--- src/rtl/sbd_pkg.sv ---
package sbd_pkg;
  typedef enum logic [1:0] {
    RSEL_SRC  = 2'd0,
    RSEL_TGT  = 2'd1,
    RSEL_DST  = 2'd2,
    RSEL_LINK = 2'd3
  } rsel_e;

  typedef enum logic [1:0] {
    EXT_SIMM = 2'd0,
    EXT_BOFS = 2'd1,
    EXT_JIDX = 2'd2,
    EXT_ZIMM = 2'd3
  } ext_e;

  typedef enum logic [2:0] {
    ALU_ADD  = 3'd0,
    ALU_SUB  = 3'd1,
    ALU_AND  = 3'd2,
    ALU_OR   = 3'd3,
    ALU_XOR  = 3'd4,
    ALU_SLT  = 3'd5,
    ALU_INC  = 3'd6,
    ALU_JTGT = 3'd7
  } alu_e;

  localparam int OPC_W    = 6;
  localparam int SRC_LSB  = 21;
  localparam int TGT_LSB  = 16;
  localparam int DST_LSB  = 11;
  localparam int IMM_W    = 16;
  localparam int JIDX_W   = 26;
endpackage

--- src/rtl/sbd_regfile.sv ---
module sbd_regfile #(
  parameter int DATA_W  = 32,
  parameter int REG_CNT = 32,
  localparam int IDX_W  = $clog2(REG_CNT)
) (
  input  logic              clk_i,
  input  logic              rst_ni,
  input  logic [IDX_W-1:0]  idx_i,
  input  logic              wr_en_i,
  input  logic [DATA_W-1:0] wr_data_i,
  output logic [DATA_W-1:0] rd_data_o
);
  logic [DATA_W-1:0] ent_q [REG_CNT];

  always_ff @(posedge clk_i) begin
    for (int i = 0; i < REG_CNT; i++) begin
      if (!rst_ni) begin
        ent_q[i] <= '0;
      end else if (wr_en_i && (i != 0) && (idx_i == IDX_W'(i))) begin
        ent_q[i] <= wr_data_i;
      end
    end
  end

  // entry zero is hardwired: its flop never leaves reset value
  assign rd_data_o = (idx_i == '0) ? '0 : ent_q[idx_i];
endmodule

--- src/rtl/sbd_immgen.sv ---
module sbd_immgen
  import sbd_pkg::*;
#(
  parameter int DATA_W = 32
) (
  input  logic [DATA_W-1:0] ir_i,
  input  logic [1:0]        ext_sel_i,
  output logic [DATA_W-1:0] imm_o
);
  logic [IMM_W-1:0] fld16;
  logic [DATA_W-1:0] sext16;

  assign fld16  = ir_i[IMM_W-1:0];
  assign sext16 = {{(DATA_W-IMM_W){fld16[IMM_W-1]}}, fld16};

  always_comb begin
    unique case (ext_e'(ext_sel_i))
      EXT_SIMM: imm_o = sext16;
      EXT_BOFS: imm_o = {sext16[DATA_W-3:0], 2'b00};
      EXT_JIDX: imm_o = {{(DATA_W-JIDX_W){1'b0}}, ir_i[JIDX_W-1:0]};
      default:  imm_o = {{(DATA_W-IMM_W){1'b0}}, fld16};
    endcase
  end
endmodule

--- src/rtl/sbd_alu.sv ---
module sbd_alu
  import sbd_pkg::*;
#(
  parameter int DATA_W  = 32,
  parameter int INC_STEP = 4
) (
  input  logic [DATA_W-1:0] a_i,
  input  logic [DATA_W-1:0] b_i,
  input  logic [2:0]        op_i,
  output logic [DATA_W-1:0] y_o
);
  localparam int TOP_W = DATA_W - JIDX_W - 2;

  logic lt;
  assign lt = $signed(a_i) < $signed(b_i);

  always_comb begin
    unique case (alu_e'(op_i))
      ALU_ADD:  y_o = a_i + b_i;
      ALU_SUB:  y_o = a_i - b_i;
      ALU_AND:  y_o = a_i & b_i;
      ALU_OR:   y_o = a_i | b_i;
      ALU_XOR:  y_o = a_i ^ b_i;
      ALU_SLT:  y_o = {{(DATA_W-1){1'b0}}, lt};
      ALU_INC:  y_o = a_i + DATA_W'(INC_STEP);
      default:  y_o = {a_i[DATA_W-1 -: TOP_W], b_i[JIDX_W-1:0], 2'b00};
    endcase
  end
endmodule

--- src/rtl/sbus_datapath.sv ---
module sbus_datapath
  import sbd_pkg::*;
#(
  parameter int DATA_W  = 32,
  parameter int REG_CNT = 32,
  parameter int INC_STEP = 4
) (
  input  logic              clk_i,
  input  logic              rst_ni,
  input  logic              drv_imm_i,
  input  logic              drv_alu_i,
  input  logic              drv_reg_i,
  input  logic              drv_mem_i,
  input  logic              ld_ir_i,
  input  logic              ld_a_i,
  input  logic              ld_b_i,
  input  logic              ld_ma_i,
  input  logic [1:0]        reg_sel_i,
  input  logic              reg_wr_i,
  input  logic [1:0]        ext_sel_i,
  input  logic [2:0]        alu_op_i,
  input  logic              mem_wr_i,
  input  logic [DATA_W-1:0] mem_rdata_i,
  output logic [DATA_W-1:0] mem_addr_o,
  output logic [DATA_W-1:0] mem_wdata_o,
  output logic              mem_we_o,
  output logic [OPC_W-1:0]  opcode_o,
  output logic              a_zero_o,
  output logic [DATA_W-1:0] bus_o
);
  localparam int IDX_W = $clog2(REG_CNT);

  logic [DATA_W-1:0] ir_q, a_q, b_q, ma_q;
  logic [DATA_W-1:0] bus, imm_v, alu_v, reg_v;
  logic [IDX_W-1:0]  rf_idx;

  // shared bus as an AND-OR of gated sources
  always_comb begin
    bus = '0;
    if (drv_imm_i) bus = bus | imm_v;
    if (drv_alu_i) bus = bus | alu_v;
    if (drv_reg_i) bus = bus | reg_v;
    if (drv_mem_i) bus = bus | mem_rdata_i;
  end

  always_ff @(posedge clk_i) begin
    if (!rst_ni) begin
      ir_q <= '0;
      a_q  <= '0;
      b_q  <= '0;
      ma_q <= '0;
    end else begin
      if (ld_ir_i) ir_q <= bus;
      if (ld_a_i)  a_q  <= bus;
      if (ld_b_i)  b_q  <= bus;
      if (ld_ma_i) ma_q <= bus;
    end
  end

  always_comb begin
    unique case (rsel_e'(reg_sel_i))
      RSEL_SRC: rf_idx = ir_q[SRC_LSB +: IDX_W];
      RSEL_TGT: rf_idx = ir_q[TGT_LSB +: IDX_W];
      RSEL_DST: rf_idx = ir_q[DST_LSB +: IDX_W];
      default:  rf_idx = IDX_W'(REG_CNT - 1);
    endcase
  end

  sbd_regfile #(.DATA_W(DATA_W), .REG_CNT(REG_CNT)) u_rf (
    .clk_i     (clk_i),
    .rst_ni    (rst_ni),
    .idx_i     (rf_idx),
    .wr_en_i   (reg_wr_i),
    .wr_data_i (bus),
    .rd_data_o (reg_v)
  );

  sbd_immgen #(.DATA_W(DATA_W)) u_imm (
    .ir_i      (ir_q),
    .ext_sel_i (ext_sel_i),
    .imm_o     (imm_v)
  );

  sbd_alu #(.DATA_W(DATA_W), .INC_STEP(INC_STEP)) u_alu (
    .a_i  (a_q),
    .b_i  (b_q),
    .op_i (alu_op_i),
    .y_o  (alu_v)
  );

  assign mem_addr_o  = ma_q;
  assign mem_wdata_o = bus;
  assign mem_we_o    = mem_wr_i;
  assign opcode_o    = ir_q[DATA_W-1 -: OPC_W];
  assign a_zero_o    = (a_q == '0);
  assign bus_o       = bus;
endmodule

--- config.mk ---
export PLATFORM = sky130hd
export DESIGN_NAME = sbus_datapath
export DESIGN_NICKNAME = d
export VERILOG_FILES = /design/src/rtl/sbd_pkg.sv /design/src/rtl/sbd_regfile.sv /design/src/rtl/sbd_immgen.sv /design/src/rtl/sbd_alu.sv /design/src/rtl/sbus_datapath.sv
export SDC_FILE = /design/constraint.sdc
export NUM_CORES = 2
export LEC_CHECK = 0
export BUFFER_PORTS_ARGS = -buffer_cell sky130_fd_sc_hd__buf_2
export CORE_MARGIN = 4
export CORE_UTILIZATION = 35
export CTS_BUF_LIST = sky130_fd_sc_hd__clkbuf_2
export CTS_CLUSTER_DIAMETER = 100
export DETAILED_ROUTE_END_ITERATION = 12
export HOLD_SLACK_MARGIN = 0.08
export PLACE_DENSITY_LB_ADDON = 0.1
export SKIP_CTS_REPAIR_TIMING = 1
export SYNTH_ARGS = -nofsm -noshare
export SYNTH_HDL_FRONTEND = slang
export SYNTH_HIERARCHICAL = 1
export SYNTH_SLANG_ARGS = --single-unit
--- constraint.sdc ---
create_clock -name clk_i -period 7.3 [get_ports clk_i]
set_input_delay 1.825 -clock clk_i [delete_from_list [all_inputs] [get_ports clk_i]]
set_output_delay 1.825 -clock clk_i [all_outputs]
set_load 0.05 [all_outputs]
==> out/results.txt <==
RR Endpoint - u_rf/ent_q[16][0]
# nets final - 5394
Worst Hold Class - reg2reg
Hold Startpoint - ir_q[31]
sequential cell area - 0.0324 mm2
Layout area overhead - 16.1%
violated checks - negative setup slack
final worst setup slack - -0.406 ns
CTS Buf Count - 332
Crit Path Max Fanout - 7
part of the cycle the worst path needs - 106%
Post-Syn Area - 0.0581 mm2
list of most frequent post-synthesis cells - 997 x and2_1, 992 x edfxtp_1, 313 x mux2i_1
syn nets - 4965
Site Rows - 149
share of cells above drive strength 1 - 27.8%
via count - 41800
final hold vios - 0
crit path DAT - 5.88 ns
placed insts - 7007
leakage - 26.6 nW
largest net degree at the start of global routing - 82
P_sw - 6.06 mW
fraction of synthesis flops using an asynchronous set or reset pin - 0%
number of global-route vias before repair - 41300
slew margin rel. - 14.7%
R2R depth - 16
max-slew violations - 0
core area - 0.165 mm2
Final min period - 7.71 ns
Worst VDD drop - 162 uV
final wirelength - 228000 um
width of the die - 415 um
drt first pass iters - 6
EDFF count, synth - 992
Fill cells - 15800
mux contribution to synthesized area - 9.14%
largest family of logic cells by synthesized area - simple AND/OR/NAND/NOR gates
clock network fraction of total power - 27.5%
total power - 16.7 mW
RSZ-0062 raised after global routing - yes
xor and xnor fraction of the mapped netlist area - 0.769%
clk buf depth - 4
register share of total power - 44.6%
Synth Area in Simple Gates - 15.6%
Initial Utilization - 35.2%
gpl congestion - 0.901
adder-cell area share of the yosys netlist - 2.50%
Synth top area share - 51.3%
CTS sink cnt - 1120
Worst-path clk slew - 0.10 ns
DP Area - 0.0627 mm2
CTS H-tree depth - 5
Crit Path Class - reg2out
Routed Antenna Nets - 0
DIE HEIGHT - 415 um
Post-route DRC - 0
status - complete, but fails checks
clk_skew - 0.222 ns
Comb power frac - 27.9%
required time worst endpoint - 5.48 ns
Critical Path End Type - output pin
Final Hold Slack - 0.536 ns
synth top area cells - edfxtp_1 51%, and2_1 11%, mux2i_1 5.4%, dfxtp_1 4.4%, mux4_2 2.9%
sequential share of the synthesized area - 55.7%
WL per Instance - 29.8 um
syn avg cell area - 12.1 um2
max-cap violations - 0
die area - 0.173 mm2
Reg2Reg Setup Slack - 2.53 ns
CTS Root Cell - clkbuf_2
Synth Area in Compound Gates - 11.3%
Fmax - 0.130 GHz
cell area after layout - 0.0674 mm2
Finished Layout Cells - 7653
Power Dens Cells - 247 mW/mm2
via/cell ratio - 5.46
CTS tree - yes
Seq cells post-synth - 1120
Detailed Route Iter0 Violations - 4140
IO Port Bufs - 152
startpoint types - flop
I/O pins - 155
Sw Ratio - 36.3%
gr ovfl total - 0
first-pass GRT wire length - 318000 um
internal power - 10.6 mW
area of the multi-input gates - 0.0243 mm2
DP HPWL - 152000 um
most numerous cell in the Yosys netlist - and2_1
worst skew pair latency - 1.79 ns
final setup fails - 24
synth unique cells - 97
WHS Path Cells - 2
worst hold endpoint - ir_q[31]
Main synth FF type - edfxtp_1
post-synthesis cell count - 4799
Worst-Margin Slew - 1.28 ns
Reg-to-Reg Start - a_q[3]
post-synth top area cell - edfxtp_1
Tot GR Track Use - 25.8%
initial antenna violation count - 31
Yosys Warn Count - 6
-- per-layer routing --
layer / global-route usage (%) / wire (um)
met2: 41.8 / 107000
met4: 11.0 / 10200
met1: 34.2 / 96400
met5: 0 / 13
met3: 4.41 / 15100
-- final cells by class --
class	instances	area share, %
clock inverters	60	0.336
multi-input cells	3072	36.0
flip-flops and latches	1120	48.1
clock buffers	501	3.72
repair buffers	571	6.97
diodes	9	0.0334
well taps	2189	4.06
inverters	131	0.800
-- worst max-delay path, stage by stage, from the launching register on --
cell and delay (ns):
dfxtp_1 0.34, buf_4 0.17, ha_1 0.23, nor2b_1 0.18, a2111o_1 0.46, and3b_2 0.25
or3_4 0.35, a211o_4 0.37, a21o_4 0.23, a2111oi_4 0.34, a21oi_4 0.10, o41ai_2 0.30
a22o_2 0.31, a221oi_4 0.07, clkinvlp_4 0.24, buf_8 0.18
-- worst max-delay path by stage --
stage	from	end	slack [ns]	cells after the start
2_1_floorplan	reg_sel_i[0]	mem_wdata_o[23]	0.72	13
3_3_place_gp	reg_sel_i[0]	bus_o[6]	-0.26	12
6_report	a_q[3]	bus_o[0]	-0.41	15
3_5_place_dp	reg_sel_i[0]	bus_o[6]	-0.28	12
4_1_cts	a_q[7]	bus_o[24]	-1.36	16
5_1_grt	a_q[3]	bus_o[0]	-0.70	15
-- flip-flops by register name, indices dropped and copies added, names as in the netlist --
signal      flops
b_q            32
u_rf/ent_q    992
a_q            32
mem_addr_o     32
ir_q           32
-- cells by family (layout without fill, tap and decap cells) --
kind of cell / Yosys count / in the layout
AO/OA/AOI/OAI: 935 / 935
XOR/XNOR: 51 / 51
AND/OR/NAND/NOR: 1542 / 1542
flip-flops: 1120 / 1120
adder cells (fa/ha/maj): 115 / 115
multiplexers: 429 / 429
buffers and inverters: 607 / 1263
other: 0 / 9
-- placed cells by master, fill, tap and decap left out, types with 37 or more instances in the layout --
master      n
xnor2_1    45
clkbuf_2  503
nand3_1    99
and2_1    998
ha_1       88
edfxtp_1  992
clkinv_1   57
buf_2     110
buf_4     381
dfxtp_1    94
nor2_1     79
a22oi_1    79
a21oi_1   215
nand2_1   123
buf_12     37
mux4_2     75
inv_1      98
o22ai_1    87
o21ai_0   198
mux2i_1   313
-- stage by stage --
step	TNS (ns)	setup slack [ns]	utilization, %
global route	-12.26	-0.696	40.9
finish	-4.42	-0.406	40.9
detailed placement	-2.39	-0.279	38.0
global placement	-1.50	-0.259	38.0
CTS	-50.84	-1.36	39.6
floorplan	0	0.723	-
-- power groups by stage --
stage	Clock (mW)	Combinational [mW]	Sequential (mW)
after floorplan	0	2.33	7.61
after global placement	0	4.22	7.57
after detailed placement	0	4.23	7.58
after CTS	4.76	4.24	7.43
after global routing	5.12	4.84	7.47
final	4.58	4.65	7.43
Power figures use the tool's default switching activity.
